## src/rtl/btc_pkg.sv

```systemverilog
package btc_pkg;
    typedef enum logic {FILL_IDLE = 1'b0, FILL_BUSY = 1'b1} fill_st_e;

    function automatic int idx_w(input int n);
        return (n > 1) ? $clog2(n) : 1;
    endfunction
endpackage

```

## src/rtl/btc_match.sv

```systemverilog
module btc_match #(
    parameter int N    = 4,
    parameter int AW   = 16,
    parameter int IW   = 2
) (
    input  logic [N-1:0]         valid,
    input  logic [N-1:0][AW-1:0] tags,
    input  logic [AW-1:0]        key,
    output logic [N-1:0]         match,
    output logic                 any,
    output logic [IW-1:0]        idx
);
    always_comb begin
        match = '0;
        idx   = '0;
        for (int i = 0; i < N; i++) begin
            match[i] = valid[i] && (tags[i] == key);
        end
        for (int i = N - 1; i >= 0; i--) begin
            if (match[i]) idx = IW'(i);
        end
        any = |match;
    end
endmodule

```

## src/rtl/btc_lru.sv

```systemverilog
module btc_lru #(
    parameter int N  = 4,
    parameter int IW = 2
) (
    input  logic          clk,
    input  logic          rst_n,
    input  logic          touch,
    input  logic [IW-1:0] touch_idx,
    input  logic [N-1:0]  valid,
    output logic [IW-1:0] victim
);
    typedef struct packed {
        logic [N-1:0][IW-1:0] rank;
    } lru_t;

    lru_t s_d, s_q;
    logic found;
    logic [N-1:0][N-1:0] rank_eq;

    always_comb begin
        s_d    = s_q;
        victim = '0;
        found  = 1'b0;
        for (int i = 0; i < N; i++) begin
            if (!valid[i] && !found) begin
                victim = IW'(i);
                found  = 1'b1;
            end
        end
        if (!found) begin
            for (int i = 0; i < N; i++) begin
                if (s_q.rank[i] == IW'(N - 1)) victim = IW'(i);
            end
        end
        if (touch) begin
            for (int i = 0; i < N; i++) begin
                if (IW'(i) == touch_idx) s_d.rank[i] = '0;
                else if (s_q.rank[i] < s_q.rank[touch_idx]) s_d.rank[i] = s_q.rank[i] + IW'(1);
            end
        end
        for (int r = 0; r < N; r++) begin
            for (int i = 0; i < N; i++) begin
                rank_eq[r][i] = (s_q.rank[i] == IW'(r));
            end
        end
    end

    always_ff @(posedge clk) begin
        if (!rst_n) begin
            for (int i = 0; i < N; i++) s_q.rank[i] <= IW'(i);
        end else begin
            s_q <= s_d;
        end
    end

    for (genvar r = 0; r < N; r++) begin : g_perm

        rank_perm_chk: assert property (@(posedge clk) disable iff (!rst_n)
            $countones(rank_eq[r]) == 1);
    end
endmodule

```

## src/rtl/branch_target_cache.sv

```systemverilog
module branch_target_cache
    import btc_pkg::*;
#(
    parameter int ENTRIES = 4,
    parameter int ADDR_W  = 16,
    parameter int BYTES   = 6,
    parameter int DATA_W  = 8
) (
    input  logic                        clk,
    input  logic                        rst_n,
    input  logic                        enable,
    input  logic                        br_valid,
    input  logic [ADDR_W-1:0]           br_target,
    input  logic                        fill_valid,
    input  logic [DATA_W-1:0]           fill_byte,
    output logic                        hit,
    output logic [$clog2(BYTES+1)-1:0]  hit_count,
    output logic [BYTES*DATA_W-1:0]     hit_data
);
    localparam int IW = idx_w(ENTRIES);
    localparam int CW = $clog2(BYTES + 1);

    typedef struct packed {
        logic [ENTRIES-1:0]                         valid;
        logic [ENTRIES-1:0][ADDR_W-1:0]             tag;
        logic [ENTRIES-1:0][CW-1:0]                 cnt;
        logic [ENTRIES-1:0][BYTES-1:0][DATA_W-1:0]  data;
        fill_st_e                                   fst;
        logic [IW-1:0]                              fidx;
    } state_t;

    state_t s_d, s_q;

    logic [ENTRIES-1:0] match_vec;
    logic               any_match;
    logic [IW-1:0]      match_idx;
    logic [IW-1:0]      victim_idx;
    logic               lookup;
    logic               touch;
    logic [IW-1:0]      touch_idx;
    logic [CW-1:0]      fill_cnt;

    btc_match #(.N(ENTRIES), .AW(ADDR_W), .IW(IW)) u_match (
        .valid (s_q.valid),
        .tags  (s_q.tag),
        .key   (br_target),
        .match (match_vec),
        .any   (any_match),
        .idx   (match_idx)
    );

    btc_lru #(.N(ENTRIES), .IW(IW)) u_lru (
        .clk       (clk),
        .rst_n     (rst_n),
        .touch     (touch),
        .touch_idx (touch_idx),
        .valid     (s_q.valid),
        .victim    (victim_idx)
    );

    always_comb begin
        lookup    = br_valid && enable;
        touch     = lookup;
        touch_idx = any_match ? match_idx : victim_idx;
        fill_cnt  = s_q.cnt[s_q.fidx];

        hit       = lookup && any_match;
        hit_count = hit ? s_q.cnt[match_idx] : '0;
        hit_data  = hit ? s_q.data[match_idx] : '0;

        s_d = s_q;
        if (!enable) begin
            s_d.valid = '0;
            s_d.fst   = FILL_IDLE;
        end else if (br_valid) begin
            if (any_match) begin
                s_d.fst = FILL_IDLE;
            end else begin
                s_d.valid[victim_idx] = 1'b1;
                s_d.tag[victim_idx]   = br_target;
                s_d.cnt[victim_idx]   = '0;
                s_d.data[victim_idx]  = '0;
                s_d.fst               = FILL_BUSY;
                s_d.fidx              = victim_idx;
            end
        end else if (fill_valid && s_q.fst == FILL_BUSY) begin
            s_d.data[s_q.fidx][fill_cnt] = fill_byte;
            s_d.cnt[s_q.fidx]            = fill_cnt + CW'(1);
            if (fill_cnt == CW'(BYTES - 1)) s_d.fst = FILL_IDLE;
        end
    end

    always_ff @(posedge clk) begin
        if (!rst_n) begin
            s_q       <= '0;
            s_q.fst   <= FILL_IDLE;
        end else begin
            s_q <= s_d;
        end
    end


    disable_flush_chk: assert property (@(posedge clk) disable iff (!rst_n)
        !enable |=> (s_q.valid == '0));


    no_hit_off_chk: assert property (@(posedge clk) disable iff (!rst_n)
        !enable |-> !hit);


    one_match_chk: assert property (@(posedge clk) disable iff (!rst_n)
        $onehot0(match_vec));


    fill_step_chk: assert property (@(posedge clk) disable iff (!rst_n)
        (enable && !br_valid && fill_valid && s_q.fst == FILL_BUSY)
        |=> (fill_cnt == $past(fill_cnt) + CW'(1)));


    branch_ends_fill_chk: assert property (@(posedge clk) disable iff (!rst_n)
        (enable && br_valid && any_match) |=> (s_q.fst == FILL_IDLE));

    for (genvar i = 0; i < ENTRIES; i++) begin : g_lim

        no_overflow_chk: assert property (@(posedge clk) disable iff (!rst_n)
            s_q.cnt[i] <= CW'(BYTES));
    end
endmodule

```

## config.mk

```make
export PLATFORM = sky130hd
export DESIGN_NAME = branch_target_cache
export DESIGN_NICKNAME = d
export VERILOG_FILES = /design/src/rtl/btc_pkg.sv /design/src/rtl/btc_match.sv /design/src/rtl/btc_lru.sv /design/src/rtl/branch_target_cache.sv
export SDC_FILE = /design/constraint.sdc
export NUM_CORES = 1
export LEC_CHECK = 0
export CORE_ASPECT_RATIO = 0.9
export CORE_UTILIZATION = 50
export CTS_CLUSTER_SIZE = 8
export DETAILED_ROUTE_END_ITERATION = 8
export PLACE_DENSITY = 0.74
export SYNTH_ARGS = -nofsm -noshare
export SYNTH_HDL_FRONTEND = slang
export SYNTH_SLANG_ARGS = --single-unit
```

## constraint.sdc

```tcl
create_clock -name clk -period 5.2 [get_ports clk]
set_input_delay 1.3 -clock clk [delete_from_list [all_inputs] [get_ports clk]]
set_output_delay 1.3 -clock clk [all_outputs]
set_load 0.05 [all_outputs]
```

; ---- Word-level counts from Yosys, hierarchy flattened
; Cells that the tools add are included.
[classes]
n_addsub = 5
n_lt_le_gt_ge = 12
n_eq_ne = 13
mux = 57
n_bitwise = 6
n_reduce_logical = 35
[op_table]
columns = operator, n
row1 = $mux 205, 2
row2 = $mux 204, 1
row3 = $and 192x192->192, 1
row4 = $bwmux 192, 1
row5 = $demux 48 s2, 2
row6 = $mux 48, 4
row7 = $not 192->192, 1
row8 = $bmux 48 s2, 1
row9 = $bwmux 64, 1
row10 = $eq 16x16->1, 4
row11 = $mux 2, 21
row12 = $demux 16 s2, 1
row13 = $demux 8 s3, 1
row14 = $mux 16, 1
row15 = $mux 3, 5
row16 = $reduce_and 2->1, 7
row17 = $logic_and 1x1->1, 13
row18 = $and 12x12->12, 1
row19 = $bmux 3 s2, 2
row20 = $bwmux 12, 1
row21 = $demux 3 s2, 2
row22 = $lt 2x3->1 const B, 4
row23 = $not 12->12, 1
row24 = $reduce_bool 2->1, 6
row25 = 21 further kinds, 44
[totals]
regBits = 283
input_bits = 29
output_inout_bits = 52
word_cells = 167

; ---- Longest topological paths before layout
[depth]
ltp_word = 22
ltp_mapped = 13
ltp_nobuf = 10

; ---- Hierarchy
; A second synthesis with hierarchy kept.
[unflattened]
hier_cells = 1222
hier_area_um2 = 12958.7
[modules_own_cells]
columns = module, n_inst, cells_each, area_per_inst_um2, seq_area_each_um2
row1 = branch_target_cache, 1, 1044, 11488.5, 5505.3
row2 = btc_match, 1, 96, 760.7, 0.0
row3 = btc_lru, 1, 82, 709.4, 160.2

; ---- Worst setup path before layout
; Ideal clock, no wire load.
[synth_timing]
path_kind = input to output
from = input br_target[0]
to = output hit_data[38]
arrival_time_ns = 4.794
t_required_ns = 3.900
setup_slack_ns = -0.894
path_stages = 12
path_buffers = 3
cell_sequence = buf_4 -> xnor2_1 -> nand4_1 -> or4b_1 -> or4_4 -> inv_1 -> o21ai_1 -> buf_4 -> buf_4 -> mux2_2 -> nor2_1 -> a211oi_1
[synth_via]
elab_chain_len = 9
elab_cells_between_ends = 17
cone_classes = eq/ne (4) / mux (7) / reduce/logical (6)
[synth_lines]
columns = item, line_no
row1 = from (decl), branch_target_cache.sv:13  ; input logic [ADDR_W-1:0] br_target,
row2 = $eq 16x16->1, btc_match.sv:17  ; match[i] = valid[i] && (tags[i] == key);
row3 = $logic_and 1x1->1, btc_match.sv:17
row4 = $mux 2 (4 in series), btc_match.sv:20  ; if (match[i]) idx = IW'(i);
row5 = $bmux 48 s2, branch_target_cache.sv:69  ; hit_data = hit ? s_q.data[match_idx] : '0;
row6 = $mux 48 (not written as such), branch_target_cache.sv:69
row7 = $mux 48 (*), branch_target_cache.sv:69
row8 = to (decl), branch_target_cache.sv:18  ; output logic [BYTES*DATA_W-1:0] hit_data
; Every way passes the cells marked *; elsewhere a longest branch is shown, timed or not. The select of a mux whose other input is x is not followed.

; ---- Worst setup path after layout
[layout_timing]
from = input br_target[0]
to = output hit_data[39]
; Same word-level chain as after synthesis.

==> results.md <==
- Status: complete, but fails checks
- Failing checks: design-rule violations, negative setup slack
- Endpoints failing setup: between 50 and 60
- Most used cell, CP: buf_12
- Starting Density: 0.508
- Port bufs: 80
- Root Driver: clkbuf_16
- Synth Instances: between 1500 and 2000
- Clk_skew: about 0.023 ns
- Area delta synth->final: 37.8%
- Setup TNS: -8.44 ns
- Routability cong.: roughly 0.9
- Die Y: 159 µm
- Total grt overflow: 0
- Slew @ Worst Pin: roughly 1.1 ns
- CTS H-tree depth: 2
- Worst hold slack: 0.461 ns
- Initial antenna violation count: 0
- Final ANT Viol Nets: 0
- EDFF count, synth: 0
- Routed length per instance: ~21 µm
- Vias per cell: around 6.3
- Drt pass-1 iters: 9
- Static leakage: 6.71 nW
- Pin count of the biggest net entering global routing: 102
- Mapped cell area: about 14000 µm²
- Num Clock Sinks: between 200 and 300
- Fin crit share: 1.04
- Post-synthesis register bit count: 283
- WS Path Type: primary input to primary output
- Max IR drop VDD: about 0.3 mV
- Dpl cell area: roughly 16000 µm²
- Row count: 57
- Final worst path period need: around 5.4 ns
- Core Area: around 27000 µm²
- Vias in the first global route: 13200
- First-pass GRT wire length: ~72000 µm
- Ratio of cells with drive above 1 in the final layout: 0.286
- Tot GR Track Use: 0.322
- Async S/R FF share, synth: 0
- Ys Warns: 0
- Clk buf depth: 3
- Final Worst Setup Slack: -0.216 ns
- Vias: roughly 14000
- Yosys cell types: 72
- WP buf/inv: 6
- DP HPWL: 28300 µm
- Fmax: about 0.18 GHz
- Post-synth top area share: 0.415
- DRC violations left: 2
- Antenna Cells: 0
- Top Ports: 81
- Total wire length: between 40000 and 50000 µm
- Power per cell area: approximately 260 nW/µm²
- Final Max Tran Viols: 0
- Worst endpoint required time: between 3 and 4 ns
- Iter 0 DRT Violations: 1993
- Die width: between 150 and 200 µm
- Synth Net Count: between 1500 and 2000
- Sequential area share after synthesis: 0.415
- Die ar.: between 20000 and 30000 µm²
- CTS Buf Count: 41
- Critical path arrival: approximately 4 ns
- Crit Path Max Fanout: 18
- Critical Path Source Type: primary input
- Largest area contributor in the netlist: dfxtp_1
- Min-Delay Path Class: flop to flop
- RSZ-0062 raised after global routing: yes
- Post-route cell area: around 19000 µm²
- Slowest-stage cell, CP: or4b_4
- Max_slew headroom: 0.278
- Final net count: roughly 1900
- Fillers: approximately 1900
- Clk_lat worst skew: 0.53 ns
- Total of max-cap violations: 0
- CTS tree: done
- Top cells by area, synth: dfxtp_1 (41%), nand2_1 (8.4%), a21oi_1 (6.4%), mux2i_1 (4.9%), nand3_1 (4.5%)
- Critical Path Sink Type: primary output
- Most used DFF post-synth: dfxtp_1
- Reg clk slew, reported paths: around 0.05 ns
- Syn_area_per_cell: between 8 and 9 µm²
- Critical path cell sequence: buf_4 > xnor2_4 > nand4_1 > or4b_4 > or4_4 > buf_4 > buf_6 > o211a_4 > buf_12 > buf_12 > a211oi_4 > buf_12
- Crit-path max cell delay: approximately 0.57 ns
- Worst path top cell family by delay: simple AND/OR/NAND/NOR gates
- Final hold violation count: 0
-- sequential cells by signal, indices dropped and copies added (netlist names) --
| register | cells |
|---|---|
| u_lru.s_q | 8 |
| s_q | 275 |
-- repair_timing --
item	CTS	global route
endpoints found under the hold margin	0	0
resized for setup	186	75
setup endpoints to repair	52	51
hold buffers	0	0
pin swaps	43	33
cloned	4	3
setup buffers	29	14
-- final cells by class --
class                           count  area, µm²  share of cell area
Sequential cell                   283       5670               0.301
Clock inverter                      3       66.3             0.00353
Timing Repair Buffer              258       2840               0.151
Multi-Input combinational cell   1221       8690               0.462
Inverter                           15       58.8             0.00313
Clock buffer                       43       1050              0.0561
Tap cell                          354        443              0.0235
-- power by group --
group          leakage, nW  total [W]  switching (W)  internal (W)
sequential            2.28    0.00219     0.00000972       0.00218
clock                0.550    0.00242       0.000942       0.00147
combinational         3.88   0.000350       0.000219      0.000131
-- cells in the mapped netlist (7+ instances only) --
| cell | instances |
|---|---|
| clkbuf_1 | 69 |
| nand4_1 | 12 |
| a211oi_1 | 57 |
| xnor2_1 | 42 |
| and3_1 | 9 |
| mux2_2 | 51 |
| nor4_1 | 9 |
| nand3_1 | 122 |
| xor2_1 | 22 |
| o2bb2ai_1 | 40 |
| o22ai_1 | 45 |
| and2_1 | 7 |
| nor2_1 | 129 |
| mux2i_1 | 67 |
| nor3_1 | 12 |
| buf_1 | 10 |
| a21oi_1 | 174 |
| nand2_1 | 304 |
| a32o_1 | 8 |
| dfxtp_1 | 283 |
| buf_2 | 27 |
| inv_1 | 14 |
| buf_4 | 9 |
| buf_6 | 8 |
| and4_1 | 7 |
| a31oi_1 | 13 |
-- metal layers --
metal  routed length [µm]  part of all wire  track usage  up-vias
li1                     -                 -            -     6131
met1                19300              0.41        0.454     6548
met2                21100              0.45        0.497      829
met5                    0                 0            0        -
met4                 1640             0.035        0.101        0
met3                 4720              0.10       0.0568      162
-- path summary, 6_finish.rpt --
check,depth (start not counted),end,startpoint,slack [ns]
max reg2reg,15,u_lru.s_q[5],s_q[235],1.82
max,12,hit_data[39],br_target[0],-0.22
min,1,s_q[130],s_q[130],0.46
min reg2reg,1,s_q[130],s_q[130],0.46
-- metrics by stage --
stage / cells / total power (W) / util / setup slack, ns
5_1_grt: 2177 / 0.00508 / 0.700 / -0.281
4_1_cts: 2165 / 0.00494 / 0.687 / -0.323
3_3_place_gp: 2088 / 0.00254 / 0.611 / -0.594
2_1_floorplan: 1642 / 0.00240 / - / -0.123
3_5_place_dp: 2088 / 0.00254 / 0.611 / -0.645
6_report: 2177 / 0.00496 / 0.700 / -0.216
-- cell usage in the layout, fill, tap and decap left out, types with 45 or more instances in the layout --
master and instances:
dfxtp_1 283, a21oi_1 174, nor2_1 79, a211oi_4 51
buf_4 131, buf_12 46, nand3_1 121, clkbuf_16 45
nand2_1 304, buf_6 45, o22ai_1 45
-- cells by family after synthesis --
logic type      after synthesis  share of synthesized area
xor+xnor                     65                     0.0422
simple gates                654                      0.215
mux                         121                     0.0961
buf+inv                     138                     0.0473
compound gates              373                      0.178
flops                       283                      0.415
fa+ha+maj                     8                    0.00705
(Power assumes the default switching activity.)
